[config.mk]
export PLATFORM = sky130hd
export DESIGN_NAME = fp_status_ctrl
export DESIGN_NICKNAME = d
export VERILOG_FILES = /design/src/rtl/fp_status_pkg.sv /design/src/rtl/fp_flag_update.sv /design/src/rtl/fp_mode_decode.sv /design/src/rtl/fp_cmp_eval.sv /design/src/rtl/fp_status_ctrl.sv
export SDC_FILE = /design/constraint.sdc
export NUM_CORES = 1
export LEC_CHECK = 0
export ABC_AREA = 1
export BUFFER_PORTS_ARGS = -buffer_cell sky130_fd_sc_hd__buf_2
export CORE_ASPECT_RATIO = 1.75
export CORE_MARGIN = 5
export CORE_UTILIZATION = 49
export CTS_BUF_LIST = sky130_fd_sc_hd__clkbuf_8
export CTS_CLUSTER_SIZE = 28
export DETAILED_ROUTE_END_ITERATION = 10
export PLACE_DENSITY_LB_ADDON = 0.1
export SLEW_MARGIN = 40
export SYNTH_ARGS = -nofsm -noshare
export SYNTH_HDL_FRONTEND = slang
export SYNTH_HIERARCHICAL = 1
export SYNTH_SLANG_ARGS = --single-unit
[constraint.sdc]
create_clock -name clk -period 1.1 [get_ports clk]
set_input_delay 0.11 -clock clk [delete_from_list [all_inputs] [get_ports clk]]
set_output_delay 0.11 -clock clk [all_outputs]
set_load 0.05 [all_outputs]
[src/rtl/fp_status_pkg.sv]
package fp_status_pkg;
    localparam int CSR_W       = 32;
    localparam int EXC_W       = 5;
    localparam int RM_W        = 2;
    localparam int RM_LSB      = 0;
    localparam int FLAG_LSB    = 2;
    localparam int EN_LSB      = FLAG_LSB + EXC_W;
    localparam int CAUSE_LSB   = EN_LSB + EXC_W;
    localparam int DN_BIT      = 18;
    localparam int TCODE_W     = 12;
    localparam logic [TCODE_W-1:0] TRAP_CODE = 12'h120;
    localparam logic [RM_W-1:0]    RM_RTZ    = 2'b01;

    typedef enum logic [1:0] {
        OPK_ARITH = 2'b00,
        OPK_CMP   = 2'b01,
        OPK_QUIET = 2'b10,
        OPK_RSVD  = 2'b11
    } op_kind_e;

    typedef enum logic [1:0] {
        REL_LT = 2'b00,
        REL_EQ = 2'b01,
        REL_GT = 2'b10,
        REL_UN = 2'b11
    } cmp_rel_e;

    function automatic logic [CSR_W-1:0] impl_mask();
        logic [CSR_W-1:0] m;
        m = '0;
        for (int i = 0; i < CAUSE_LSB + EXC_W; i++) m[i] = 1'b1;
        m[DN_BIT] = 1'b1;
        return m;
    endfunction

    localparam logic [CSR_W-1:0] IMPL_MASK = impl_mask();

    typedef struct packed {
        logic [CSR_W-1:0] csr;
        logic             t;
        logic             trap;
    } fps_state_t;
endpackage

[src/rtl/fp_flag_update.sv]
module fp_flag_update
    import fp_status_pkg::*;
(
    input  logic [CSR_W-1:0] csr_in,
    input  logic [EXC_W-1:0] exc,
    output logic [CSR_W-1:0] csr_out,
    output logic             trap_hit
);
    logic [EXC_W-1:0] cause_new;
    logic [EXC_W-1:0] hit_vec;

    for (genvar i = 0; i < EXC_W; i++) begin : g_bit
        assign cause_new[i] = csr_in[CAUSE_LSB+i] | exc[i];
        assign hit_vec[i]   = cause_new[i] & csr_in[EN_LSB+i];
    end

    always_comb begin
        csr_out = csr_in;
        csr_out[FLAG_LSB +: EXC_W]  = exc;
        csr_out[CAUSE_LSB +: EXC_W] = cause_new;
    end

    assign trap_hit = |hit_vec;
endmodule

[src/rtl/fp_mode_decode.sv]
module fp_mode_decode
    import fp_status_pkg::*;
(
    input  logic [RM_W-1:0] rm,
    input  logic            dn,
    output logic            rtz,
    output logic            flush
);
    assign rtz   = (rm == RM_RTZ);
    assign flush = dn;
endmodule

[src/rtl/fp_cmp_eval.sv]
module fp_cmp_eval
    import fp_status_pkg::*;
(
    input  logic [1:0] rel,
    input  logic       gt_test,
    output logic       match,
    output logic       unordered
);
    cmp_rel_e r;
    assign r = cmp_rel_e'(rel);

    always_comb begin
        unordered = (r == REL_UN);
        if (gt_test) match = (r == REL_GT);
        else         match = (r == REL_EQ);
    end
endmodule

[src/rtl/fp_status_ctrl.sv]
module fp_status_ctrl
    import fp_status_pkg::*;
(
    input  logic               clk,
    input  logic               rst_n,
    input  logic               wr_en,
    input  logic [CSR_W-1:0]   wr_data,
    input  logic               op_valid,
    input  logic [1:0]         op_kind,
    input  logic [EXC_W-1:0]   op_exc,
    input  logic               cmp_gt,
    input  logic [1:0]         cmp_rel,
    output logic [CSR_W-1:0]   csr,
    output logic               t_bit,
    output logic               round_to_zero,
    output logic               flush_denorm,
    output logic               trap_req,
    output logic [TCODE_W-1:0] trap_code
);
    fps_state_t       st_d, st_q;
    logic [CSR_W-1:0] upd_csr;
    logic             upd_hit;
    logic             cmp_match;
    logic             cmp_unord;
    op_kind_e         kind;

    assign kind = op_kind_e'(op_kind);

    fp_flag_update u_upd (
        .csr_in   (st_q.csr),
        .exc      (op_exc),
        .csr_out  (upd_csr),
        .trap_hit (upd_hit)
    );

    fp_cmp_eval u_cmp (
        .rel       (cmp_rel),
        .gt_test   (cmp_gt),
        .match     (cmp_match),
        .unordered (cmp_unord)
    );

    fp_mode_decode u_mode (
        .rm    (st_q.csr[RM_LSB +: RM_W]),
        .dn    (st_q.csr[DN_BIT]),
        .rtz   (round_to_zero),
        .flush (flush_denorm)
    );

    always_comb begin
        st_d      = st_q;
        st_d.trap = 1'b0;
        if (wr_en) begin
            st_d.csr = wr_data & IMPL_MASK;
        end else if (op_valid) begin
            case (kind)
                OPK_ARITH: begin
                    st_d.csr  = upd_csr;
                    st_d.trap = upd_hit;
                end
                OPK_CMP: begin
                    if (cmp_unord) begin
                        st_d.csr  = upd_csr;
                        st_d.trap = upd_hit;
                    end else begin
                        st_d.t = cmp_match;
                    end
                end
                default: ;
            endcase
        end
    end

    always_ff @(posedge clk) begin
        if (!rst_n) st_q <= '0;
        else        st_q <= st_d;
    end

    assign csr       = st_q.csr;
    assign t_bit     = st_q.t;
    assign trap_req  = st_q.trap;
    assign trap_code = st_q.trap ? TRAP_CODE : '0;
endmodule

Word-level counts from Yosys, hierarchy flattened
Index checks and enable logic that the tools add are counted.

storage, ports and cells
  register bits = 20
  output and inout bits = 48
  word-level logic and storage cells = 41

cells by class
  eq/ne operators = 6
  multiplexer cells = 10
  bitwise operators = 14
  reduce and logical (&&, ||, !) cells = 7

operator list
  kind                                                                   count
  17-bit case mux with 2 select lines                                    1
  21-bit 2-to-1 mux                                                      1
  19-bit 2-to-1 mux                                                      1
  17-bit 2-to-1 mux                                                      1
  9-bit 2-to-1 mux                                                       1
  2-bit by 1-bit equality test with 1-bit output, second input constant  3
  1-bit bitwise AND                                                      5
  1-bit OR                                                               5
  5-bit OR reduction                                                     1
  2-bit equality test, second input constant                             2
  1-bit 2-to-1 mux                                                       4
  1-bit inverter                                                         4
  4-bit AND reduction                                                    1
  3-bit != test, second input constant                                   1
  3-bit AND reduction                                                    1
  3-bit nonzero test                                                     1
  3-bit OR reduction                                                     1
  2-bit zero test                                                        1
  1-bit case mux with 2 select lines                                     1
  2-bit nonzero test                                                     1

Longest topological paths before layout
Gate-level depths: netlist of run 1.

  depth after elaboration = 7
  gate-level depth with buffers = 9
  mapped depth without buffers = 9

Cells and area by module
Netlist of run 1, hierarchy kept.

by module, submodules not included
  module          instances  cells each  area each (um^2)  seq. area each (um^2)
  fp_status_ctrl  1          232         1,706.6           680.7
  fp_flag_update  1          45          289.0             0.0
  fp_cmp_eval     1          11          41.3              0.0
  fp_mode_decode  1          3           17.5              0.0

Worst setup path before layout of run 1
OpenSTA, ideal clock, no wires.

  path kind = reg-to-output
  start point = register st_q, in the netlist csr[0]
  end point = output round_to_zero
  data arrival time = 1.182 ns
  data required time = 0.990 ns
  path slack = -0.192 ns
  cell stages (with the launch flop) = 3
  path buffers = 0
  cells stage by stage = dfxtp_1 inv_1 nor2_2

on the way
  word-level cells in the longest chain between the ends = 1

ends and longest elaborated chain
  what                                            RTL line              text
  start, declared                                 fp_status_ctrl.sv:20  fps_state_t st_d, st_q;
  start signal, assigned                          fp_status_ctrl.sv:76  else st_q <= st_d;
  2-bit by 1-bit equality test with 1-bit output  fp_mode_decode.sv:9   assign rtz = (rm == RM_RTZ);
  end, declared                                   fp_status_ctrl.sv:15  output logic round_to_zero,

Every way passes these cells.

Final worst setup path of run 1
  start point = register st_q, in the netlist csr[1]
  end point = output csr[1]

RTL lines
  what           RTL line              text
  end, declared  fp_status_ctrl.sv:13  output logic [CSR_W-1:0] csr,

No word-level cell between the ends.

==> load_flow_metrics.sql, run 1 <==
INSERT INTO impl_metrics (metric_group, metric, value, unit) VALUES
('run_status', 'run_status', 'completed', ''),
('grt', 'grt_pass1_wl', '7.42', 'mm'),
('pwr', 'netSwitchingPower', '1.03', 'mW'),
('die', 'floorplan.rows', '31', ''),
('sta', 'finalCriticalPeriod', '1.06', 'ns'),
('worst_setup_path', 'worst-r2r-setup-slack', '0.14', 'ns'),
('layout', 'synthToLayoutAreaGrowth', '15.2', '%'),
('pwr', 'power_frac_clock', '31.6', '%'),
('layout', 'nets', '381', ''),
('yosys', 'synthDistinctLibCells', '27', ''),
('yosys', 'syn-mean-instance-area', '7.06', 'um2'),
('worst_setup_path', 'crit_path_start', 'csr[1]', ''),
('grt', 'grt_start_max_net_pins', '28', ''),
('sta', 'layout_worst_path_cycle_share', '96.7', '%'),
('pwr', 'power.combinational.fraction', '24.9', '%'),
('clocking', 'h-tree-depth', '2', ''),
('worst_setup_path', 'rr_worst_depth', '5', ''),
('sta', 'max_freq', '941', 'MHz'),
('clocking', 'cts.hold.buffers_added', '0', ''),
('hold_path', 'holdCritPathClass', 'input pin to flop', ''),
('place', 'replace_congestion', '0.770', ''),
('pwr', 'seqPwrFrac', '43.6', '%'),
('worst_setup_path', 'cpMaxStageDelayCell', 'sky130_fd_sc_hd__dfxtp_2', ''),
('die', 'initial_utilization', '50.0', '%'),
('sta', 'setup_viol_count_final', '0', ''),
('worst_setup_path', 'setup.worst_path.end', 'csr[1]', ''),
('pwr', 'power.static_leakage', '1.21', 'nW'),
('place', 'detailedPlacementHpwl', '3.58', 'mm'),
('clocking', 'later_pin_clock_latency_in_the_skew_report', '0.28', 'ns'),
('clocking', 'post-cts-setup-buffers', '0', ''),
('grt', 'globalRoute.totalOverflow', '0', ''),
('place', 'place.port_buffers', '69', ''),
('worst_setup_path', 'worstReg2RegStart', 'csr[13]', ''),
('worst_setup_path', 'crit_fanout', '4', ''),
('yosys', 'synth-seq-area-share', '33.1', '%'),
('yosys', 'postSynthRegisterBits', '34', ''),
('routing', 'post-route-drc-count', '0', ''),
('routing', 'detailedRoute.firstIterationViolations', '52', ''),
('clocking', 'cts-root-buf', 'sky130_fd_sc_hd__clkbuf_8', ''),
('clocking', 'clk_pin_slew', '0.07', 'ns'),
('clocking', 'cts_tree', 'yes', ''),
('worst_setup_path', 'reg2reg_to', 'csr[13]', ''),
('worst_setup_path', 'worstSetupPathType', 'flop to output pin', ''),
('routing', 'detail_route.wirelength', '4.63', 'mm'),
('worst_setup_path', 'cp.required', '0.99', 'ns'),
('die', 'num_io_pins', '94', ''),
('die', 'die-area', '5640', 'um2'),
('yosys', 'mappedNetlistArea', '2050', 'um2'),
('worst_setup_path', 'crit_path_end_kind', 'output pin', ''),
('yosys', 'synth-warning-count', '6', ''),
('yosys', 'synthesis.instances', '291', ''),
('layout', 'n_antenna_cell', '0', ''),
('worst_setup_path', 'critical_path_buf_inv_count', '1', ''),
('pwr', 'swShare', '33.7', '%'),
('job', 'maxCapViolations', '0', ''),
('sta', 'final_max_slew_viol_count', '0', ''),
('worst_setup_path', 'path_delay_family', 'flip-flops', ''),
('worst_setup_path', 'timing.critical_path.slowest_cell_delay', '0.38', 'ns'),
('sta', 'finalHoldViolations', '0', ''),
('die', 'fp.dieW', '58.9', 'um'),
('routing', 'route.detailed.vias_per_inst', '4.73', ''),
('worst_setup_path', 'timing.critical_path.depth', '1', ''),
('pwr', 'internal_power_consumption', '2.02', 'mW'),
('clocking', 'numClockSinks', '34', ''),
('grt', 'grt_pass1_vias', '1679', ''),
('pwr', 'power-per-cell-area', '1290', 'nW/um2'),
('clocking', 'total_clock_buffers_created_by_cts', '5', ''),
('layout', 'utilization', '57.5', '%'),
('worst_setup_path', 'cp_data_arrival_time', '0.95', 'ns'),
('routing', 'routed_wire_length_per_instance', '12.0', 'um'),
('place', 'preCtsSetupSlack', '0.00403', 'ns'),
('pwr', 'vdd.ir_drop.worst', '641', 'uV'),
('sta', 'fin_ws', '0.0368', 'ns'),
('worst_setup_path', 'critPathLaunchType', 'flop', ''),
('grt', 'grt_usage', '17.3', '%'),
('clocking', 'ctsLongestPathBuffers', '2', ''),
('layout', 'layout_cells_sized_above_1', '39.9', '%'),
('grt', 'antenna_violations_before_repair', '0', ''),
('sta', 'fin_skew', '0.00208', 'ns'),
('routing', 'route.antenna.remaining_nets', '0', ''),
('worst_setup_path', 'crit_path_cell_trace', 'buf_2', ''),
('routing', 'detailroute.via_count', '1820', ''),
('die', 'die_y', '95.7', 'um'),
('die', 'fp.coreArea', '4110', 'um2'),
('routing', 'drt_first_pass_iters', '4', '');
## power by group through the flow
stage                     combinational, mW  clock, mW  sequential (mW)
after floorplan                       0.468          0             1.52
after global placement                0.753          0             1.35
after detailed placement              0.758          0             1.35
after CTS                             0.761      0.992             1.33
after global routing                  0.822       1.05             1.33
final                                 0.756      0.960             1.32
## cell usage after synthesis (all sizes together)
cell,number,share of area [%]
a21oi,20,6.7
or2,3,0.91
nor2,31,6.2
and2,1,0.30
o21ai,15,3.7
o21a,1,0.37
dfxtp,34,33
inv,17,3.2
nand2,74,16
buf,54,20
conb,1,0.18
clkbuf,1,0.18
nor3,1,0.24
nand3,37,9.0
clkinv,1,0.18
## cell families after synthesis
| family | count (synthesis) | share of synthesized area (%) |
|---|---|---|
| compound gates | 36 | 10.7 |
| buf+inv | 73 | 23.3 |
| flops | 34 | 33.1 |
| other cells | 1 | 0.183 |
| simple gates | 147 | 32.6 |
## layout make-up
| cell class | count | area (um2) |
|---|---|---|
| fill | 437 | 1750 |
| sequential | 34 | 699 |
| tap | 49 | 61.3 |
| multi-input combinational | 193 | 933 |
| inverter | 18 | 70.1 |
| clock buffer | 6 | 82.6 |
| clock inverter | 2 | 12.5 |
| timing repair buffer | 83 | 507 |
## worst min-delay path by stage
stage / startpoint / cells past startpoint / slack [ns] / to
floorplan: rst_n / 2 / 0.23 / t_bit
global placement: rst_n / 3 / 0.38 / t_bit
CTS: rst_n / 3 / 0.08 / t_bit
detailed placement: rst_n / 3 / 0.38 / t_bit
finish: rst_n / 3 / 0.08 / t_bit
global route: rst_n / 3 / 0.08 / t_bit
## layout by cell type (no fill, tap or decap), types with 2 or more instances in the layout
cell type                  instances
sky130_fd_sc_hd__buf_2            68
sky130_fd_sc_hd__nand2_1          61
sky130_fd_sc_hd__nand3_1          37
sky130_fd_sc_hd__nor2_1           29
sky130_fd_sc_hd__dfxtp_1          21
sky130_fd_sc_hd__inv_1            15
sky130_fd_sc_hd__o21ai_0          15
sky130_fd_sc_hd__dfxtp_2          12
sky130_fd_sc_hd__nand2_2          11
sky130_fd_sc_hd__a21oi_1          10
sky130_fd_sc_hd__a21oi_2          10
sky130_fd_sc_hd__conb_1           10
sky130_fd_sc_hd__buf_4            10
sky130_fd_sc_hd__clkbuf_8          6
sky130_fd_sc_hd__buf_12            4
sky130_fd_sc_hd__or2_2             3
sky130_fd_sc_hd__nor2_4            2
## through the flow
stage               hold slack, ns  cell area, um2  instances   TNS, ns  power (mW)
global placement             0.380            2260        377         0        2.10
floorplan                    0.231            2110        300         0        1.99
global route                0.0808            2370        385  -0.00352        3.20
CTS                         0.0763            2360        385         0        3.08
finish                      0.0834            2370        385         0        3.04
detailed placement           0.384            2260        377         0        2.11
## sequential cells by signal, indices dropped and copies added (netlist names)
| name | flops |
|---|---|
| trap_req | 1 |
| csr | 32 |
| t_bit | 1 |
## per-layer routing
| layer | share of wire, % | vias up | GRT usage (%) |
|---|---|---|---|
| li1 | - | 960 | - |
| met1 | 38 | 805 | 18.1 |
| met2 | 54 | 49 | 32.2 |
| met3 | 5.5 | 6 | 3.66 |
| met4 | 1.6 | 0 | 7.37 |
| met5 | 0 | - | 0 |
## timing repair
item	CTS	global route
gates cloned	0	0
pin swaps	0	0
resized for setup	1	2
endpoints found under the setup margin	1	1
Power figures use the tool's default switching activity.
==> run 2: changes to the inputs <==
- SETUP_SLACK_MARGIN: unset -> 0.1
==> run 2 against run 1 <==
Against the previous run: critical path depth up 2; design area grew 6.0%; clock skew is 0.0065 ns higher; sequential power is essentially flat; worst hold slack better by 0.0063 ns; core utilization rose by 3.4 points; combinational power is 6.0% higher; critical path type unchanged; largest power group unchanged; highest routed layer unchanged.
==> load_flow_metrics.sql, run 2 (synthesis results as in run 1) <==
INSERT INTO impl_metrics (metric_group, metric, value, unit) VALUES
('die', 'num_io_pins', '94', ''),
('layout', 'utilization', '61.0', '%'),
('sta', 'grt_setup_unrepaired', 'yes', ''),
('sta', 'max_freq', '997', 'MHz'),
('layout', 'n_antenna_cell', '0', ''),
('die', 'die-area', '5640', 'um2'),
('layout', 'largest_register_ffs', '32', ''),
('place', 'place.port_buffers', '69', ''),
('layout', 'synthToLayoutAreaGrowth', '22.0', '%'),
('worst_setup_path', 'worstSetupPathType', 'flop to output pin', ''),
('grt', 'grt_start_max_net_pins', '38', ''),
('place', 'placedInstanceArea', '2270', 'um2'),
('clocking', 'later_pin_clock_latency_in_the_skew_report', '0.29', 'ns'),
('sta', 'final_max_slew_viol_count', '0', ''),
('grt', 'globalRoute.totalOverflow', '0', ''),
('worst_setup_path', 'cp.required', '0.99', 'ns'),
('sta', 'hold_ws', '0.0896', 'ns'),
('sta', 'finalCriticalPeriod', '1.00', 'ns'),
('layout', 'layout_cells_sized_above_1', '46.3', '%'),
('routing', 'post-route-drc-count', '0', ''),
('worst_setup_path', 'critPathLaunchType', 'flop', ''),
('routing', 'routed_wire_length_per_instance', '12.0', 'um'),
('routing', 'detail_route.wirelength', '4.62', 'mm'),
('clocking', 'cts-root-buf', 'sky130_fd_sc_hd__clkbuf_8', ''),
('clocking', 'cts_tree', 'yes', ''),
('routing', 'drt_first_pass_iters', '4', ''),
('pwr', 'vdd.ir_drop.worst', '870', 'uV'),
('sta', 'finalHoldViolations', '0', ''),
('worst_setup_path', 'crit_path_end_kind', 'output pin', ''),
('sta', 'fin_ws', '0.0965', 'ns'),
('clocking', 'cts.hold.buffers_added', '0', ''),
('layout', 'nets', '380', ''),
('clocking', 'total_clock_buffers_created_by_cts', '5', ''),
('die', 'fp.coreArea', '4110', 'um2'),
('job', 'maxCapViolations', '0', ''),
('sta', 'finalSetupTns', '0', 'ns'),
('layout', 'final_common_cell', 'sky130_fd_sc_hd__nand2_1', ''),
('pwr', 'power.total', '3.09', 'mW'),
('die', 'die_y', '95.7', 'um'),
('layout', 'most-common-layout-cells', 'sky130_fd_sc_hd__nand2_1 (59), sky130_fd_sc_hd__nand3_1 (37), sky130_fd_sc_hd__buf_4 (35)', ''),
('routing', 'detailroute.via_count', '1868', ''),
('hold_path', 'holdCritPathClass', 'input pin to flop', ''),
('worst_setup_path', 'cp_data_arrival_time', '0.89', 'ns'),
('pwr', 'power-per-cell-area', '1230', 'nW/um2'),
('grt', 'antenna_violations_before_repair', '0', ''),
('die', 'initial_utilization', '50.0', '%'),
('place', 'detailedPlacementHpwl', '3.41', 'mm'),
('routing', 'route.antenna.remaining_nets', '0', ''),
('die', 'fp.dieW', '58.9', 'um'),
('sta', 'setup_viol_count_final', '0', ''),
('place', 'replace_congestion', '0.749', ''),
('grt', 'grt_usage', '17.2', '%'),
('grt', 'grt_pass1_vias', '1732', ''),
('worst_setup_path', 'crit_fanout', '3', ''),
('layout', 'post_layout_nonfiller_instances', '384', ''),
('sta', 'fin_skew', '0.00861', 'ns'),
('layout', 'filler_cell_count', '410', ''),
('run_status', 'run_status', 'completed', ''),
('routing', 'route.detailed.vias_per_inst', '4.86', ''),
('place', 'place.detailed.instances', '373', ''),
('pwr', 'power.static_leakage', '1.22', 'nW'),
('clocking', 'ctsLongestPathBuffers', '2', ''),
('clocking', 'h-tree-depth', '2', ''),
('grt', 'grt_pass1_wl', '7.53', 'mm'),
('sta', 'layout_worst_path_cycle_share', '91.2', '%'),
('clocking', 'numClockSinks', '34', ''),
('layout', 'postLayoutCellArea', '2510', 'um2'),
('die', 'floorplan.rows', '31', ''),
('clocking', 'clk_pin_slew', '0.06', 'ns'),
('routing', 'detailedRoute.firstIterationViolations', '66', ''),
('place', 'preCtsSetupSlack', '-0.0323', 'ns');
-- run 2: cell count changes in the layout (fill, tap and decap cells not counted), sizes merged --
cell | previous run | this run
buf | 83 | 72
clkbuf | 6 | 16
-- run 2: metal layers --
metal / vias up / GRT usage (%) / share of wire, %
met2: 50 / 30.7 / 53
met4: 0 / 7.56 / 1.7
met3: 7 / 4.61 / 6.2
met5: - / 0 / 0
met1: 857 / 18.4 / 39
li1: 954 / - / -
-- run 2: repair_timing --
item                                    4_1_cts  5_1_grt
resized for setup                            28       22
endpoints found under the setup margin       28       14
setup buffers                                 1        2
pin swaps                                     0        3
-- run 2: cell type report --
cell class / instances / area [um2] / share of cell area [%]
timing repair buffer: 82 / 593 / 23.7
clock inverter: 2 / 12.5 / 0.499
inverter: 18 / 70.1 / 2.79
multi-input combinational: 193 / 957 / 38.2
sequential: 34 / 731 / 29.1
tap: 49 / 61.3 / 2.45
clock buffer: 6 / 82.6 / 3.29
-- run 2: path summary, 6_finish.rpt --
kind	startpoint	end	slack (ns)	depth (start not counted)
worst min-delay path	rst_n	t_bit	0.09	3
worst max register to register	csr[16]	trap_req	0.14	7
worst max-delay path	csr[0]	round_to_zero	0.1	3
worst min register to register	csr[21]	csr[21]	0.47	2
-- run 2: report_power, final --
group          total, mW  internal [mW]  switching [mW]
sequential          1.32           1.28          0.0418
combinational      0.801          0.266           0.535
clock              0.969          0.503           0.466
-- run 2: worst max-delay path, stage by stage, from the launching register on --
cell and delay (ns):
sky130_fd_sc_hd__dfxtp_2 0.34, sky130_fd_sc_hd__inv_2 0.04, sky130_fd_sc_hd__nor2_4 0.08, sky130_fd_sc_hd__buf_8 0.15
==> run 3: changes to the inputs <==
- CORE_ASPECT_RATIO: 1.75 -> 0.5
==> run 3 against run 2 <==
Against the previous run: non-clock buffer count unchanged; highest routed layer unchanged; critical path depth stayed put; maximum frequency is 3.5% lower; setup slack got worse by 0.036 ns; register-to-register slack better by 0.03 ns; sequential cell count is the same; sequential power is essentially flat; final cell count is 1.6% higher.
==> load_flow_metrics.sql, run 3 (synthesis results as in run 1) <==
INSERT INTO impl_metrics (metric_group, metric, value, unit) VALUES
('run_status', 'run_status', 'completed', ''),
('layout', 'most-common-layout-cells', 'sky130_fd_sc_hd__nand2_1 (58), sky130_fd_sc_hd__nand3_1 (36), sky130_fd_sc_hd__buf_4 (33)', ''),
('routing', 'routed_wire_length_per_instance', '12.7', 'um'),
('routing', 'detailedRoute.firstIterationViolations', '77', ''),
('sta', 'final_max_slew_viol_count', '0', ''),
('clocking', 'cts-root-buf', 'sky130_fd_sc_hd__clkbuf_8', ''),
('job', 'maxCapViolations', '0', ''),
('routing', 'detail_route.wirelength', '4.95', 'mm'),
('grt', 'grt_usage', '17.2', '%'),
('pwr', 'power.total', '3.28', 'mW'),
('sta', 'setup_viol_count_final', '0', ''),
('clocking', 'numClockSinks', '34', ''),
('die', 'floorplan.rows', '16', ''),
('clocking', 'total_clock_buffers_created_by_cts', '5', ''),
('routing', 'route.antenna.remaining_nets', '0', ''),
('worst_setup_path', 'crit_path_cell_trace', 'inv_2 > nor2_4 > buf_6', ''),
('worst_setup_path', 'cp_data_arrival_time', '0.93', 'ns'),
('die', 'die_y', '55.8', 'um'),
('layout', 'largest_register_ffs', '32', ''),
('sta', 'fin_skew', '0.00258', 'ns'),
('sta', 'finalCriticalPeriod', '1.04', 'ns'),
('worst_setup_path', 'timing.critical_path.slowest_cell_delay', '0.37', 'ns'),
('place', 'replace_congestion', '0.807', ''),
('pwr', 'power-per-cell-area', '1310', 'nW/um2'),
('grt', 'grt_pass1_vias', '1758', ''),
('grt', 'grt_start_max_net_pins', '25', ''),
('place', 'detailedPlacementHpwl', '3.56', 'mm'),
('worst_setup_path', 'crit_fanout', '4', ''),
('clocking', 'post-cts-setup-buffers', '0', ''),
('grt', 'antenna_violations_before_repair', '0', ''),
('place', 'preCtsSetupSlack', '-0.0654', 'ns'),
('clocking', 'cts.hold.buffers_added', '0', ''),
('clocking', 'later_pin_clock_latency_in_the_skew_report', '0.28', 'ns'),
('routing', 'detailroute.via_count', '1860', ''),
('place', 'place.port_buffers', '69', ''),
('worst_setup_path', 'worstSetupPathType', 'flop to output pin', ''),
('die', 'fp.coreArea', '3960', 'um2'),
('clocking', 'ctsLongestPathBuffers', '2', ''),
('clocking', 'clk_pin_slew', '0.07', 'ns'),
('routing', 'post-route-drc-count', '0', ''),
('clocking', 'h-tree-depth', '2', ''),
('clocking', 'cts_tree', 'yes', ''),
('place', 'placedInstanceArea', '2260', 'um2'),
('layout', 'n_antenna_cell', '0', ''),
('sta', 'grt_setup_unrepaired', 'yes', ''),
('die', 'die-area', '5670', 'um2'),
('worst_setup_path', 'critPathLaunchType', 'flop', ''),
('die', 'num_io_pins', '94', ''),
('die', 'fp.dieW', '102', 'um'),
('layout', 'final_common_cell', 'sky130_fd_sc_hd__nand2_1', ''),
('layout', 'layout_cells_sized_above_1', '46.1', '%'),
('routing', 'route.detailed.vias_per_inst', '4.77', ''),
('grt', 'globalRoute.totalOverflow', '0', ''),
('pwr', 'power.static_leakage', '1.21', 'nW'),
('pwr', 'vdd.ir_drop.worst', '564', 'uV'),
('sta', 'hold_ws', '0.0742', 'ns'),
('layout', 'nets', '381', ''),
('sta', 'finalHoldViolations', '0', ''),
('grt', 'grt_pass1_wl', '8.04', 'mm'),
('sta', 'layout_worst_path_cycle_share', '94.5', '%'),
('worst_setup_path', 'critical_path_buf_inv_count', '2', ''),
('worst_setup_path', 'cpMaxStageDelayCell', 'sky130_fd_sc_hd__dfxtp_2', ''),
('worst_setup_path', 'path_delay_family', 'flip-flops', ''),
('sta', 'max_freq', '962', 'MHz'),
('routing', 'drt_first_pass_iters', '6', ''),
('layout', 'postLayoutCellArea', '2500', 'um2'),
('worst_setup_path', 'cp.required', '0.99', 'ns'),
('hold_path', 'holdCritPathClass', 'input pin to flop', ''),
('layout', 'synthToLayoutAreaGrowth', '21.9', '%'),
('worst_setup_path', 'crit_path_end_kind', 'output pin', ''),
('die', 'initial_utilization', '51.8', '%'),
('sta', 'fin_ws', '0.0600', 'ns');
run 3: worst register-to-register path, delay by kind of cell (launching register included):
family	cells	cell delay, ns
and+or+nand+nor	6	0.47
DFF	1	0.35
buffers and inverters	1	0.05
run 3: repair_timing:
item,4_1_cts,5_1_grt
gates cloned,0,1
pin swaps,0,4
endpoints found under the setup margin,24,25
gates resized for setup,25,27
run 3: power by group:
part	internal, mW	total (mW)	switching, mW
combinational	0.254	0.796	0.541
clock	0.677	1.17	0.488
sequential	1.28	1.32	0.0437
run 3: metal layers:
metal / vias to the layer above / track usage, % / part of all wire (%)
met4: 0 / 2.27 / 0.24
met3: 2 / 5.26 / 9.1
li1: 959 / - / -
met2: 67 / 27.7 / 45
met5: - / 0 / 0
met1: 832 / 23.2 / 46
run 3: cell type report:
class / count / area [um2]
Fill cell: 380 / 1460
Multi-Input combinational cell: 194 / 962
Sequential cell: 34 / 731
Timing Repair Buffer: 82 / 559
Inverter: 18 / 72.6
Clock buffer: 5 / 68.8
Tap cell: 54 / 67.6
Clock inverter: 3 / 42.5
run 3: worst paths after layout:
kind                            depth (start not counted)       endpoint  slack (ns)     from
worst min register to register                          2         csr[5]        0.48   csr[5]
worst max register to register                          7       trap_req        0.17  csr[12]
worst min-delay path                                    3          t_bit        0.07    rst_n
worst max-delay path                                    3  round_to_zero        0.06   csr[0]
run 3: stage by stage:
step	utilization, %	instances	TNS (ns)
finish	63.2	390	0
global route	63.2	390	0
CTS	61.5	389	0
detailed placement	57.1	381	-0.990
global placement	57.1	381	-0.0614
floorplan	-	300	0
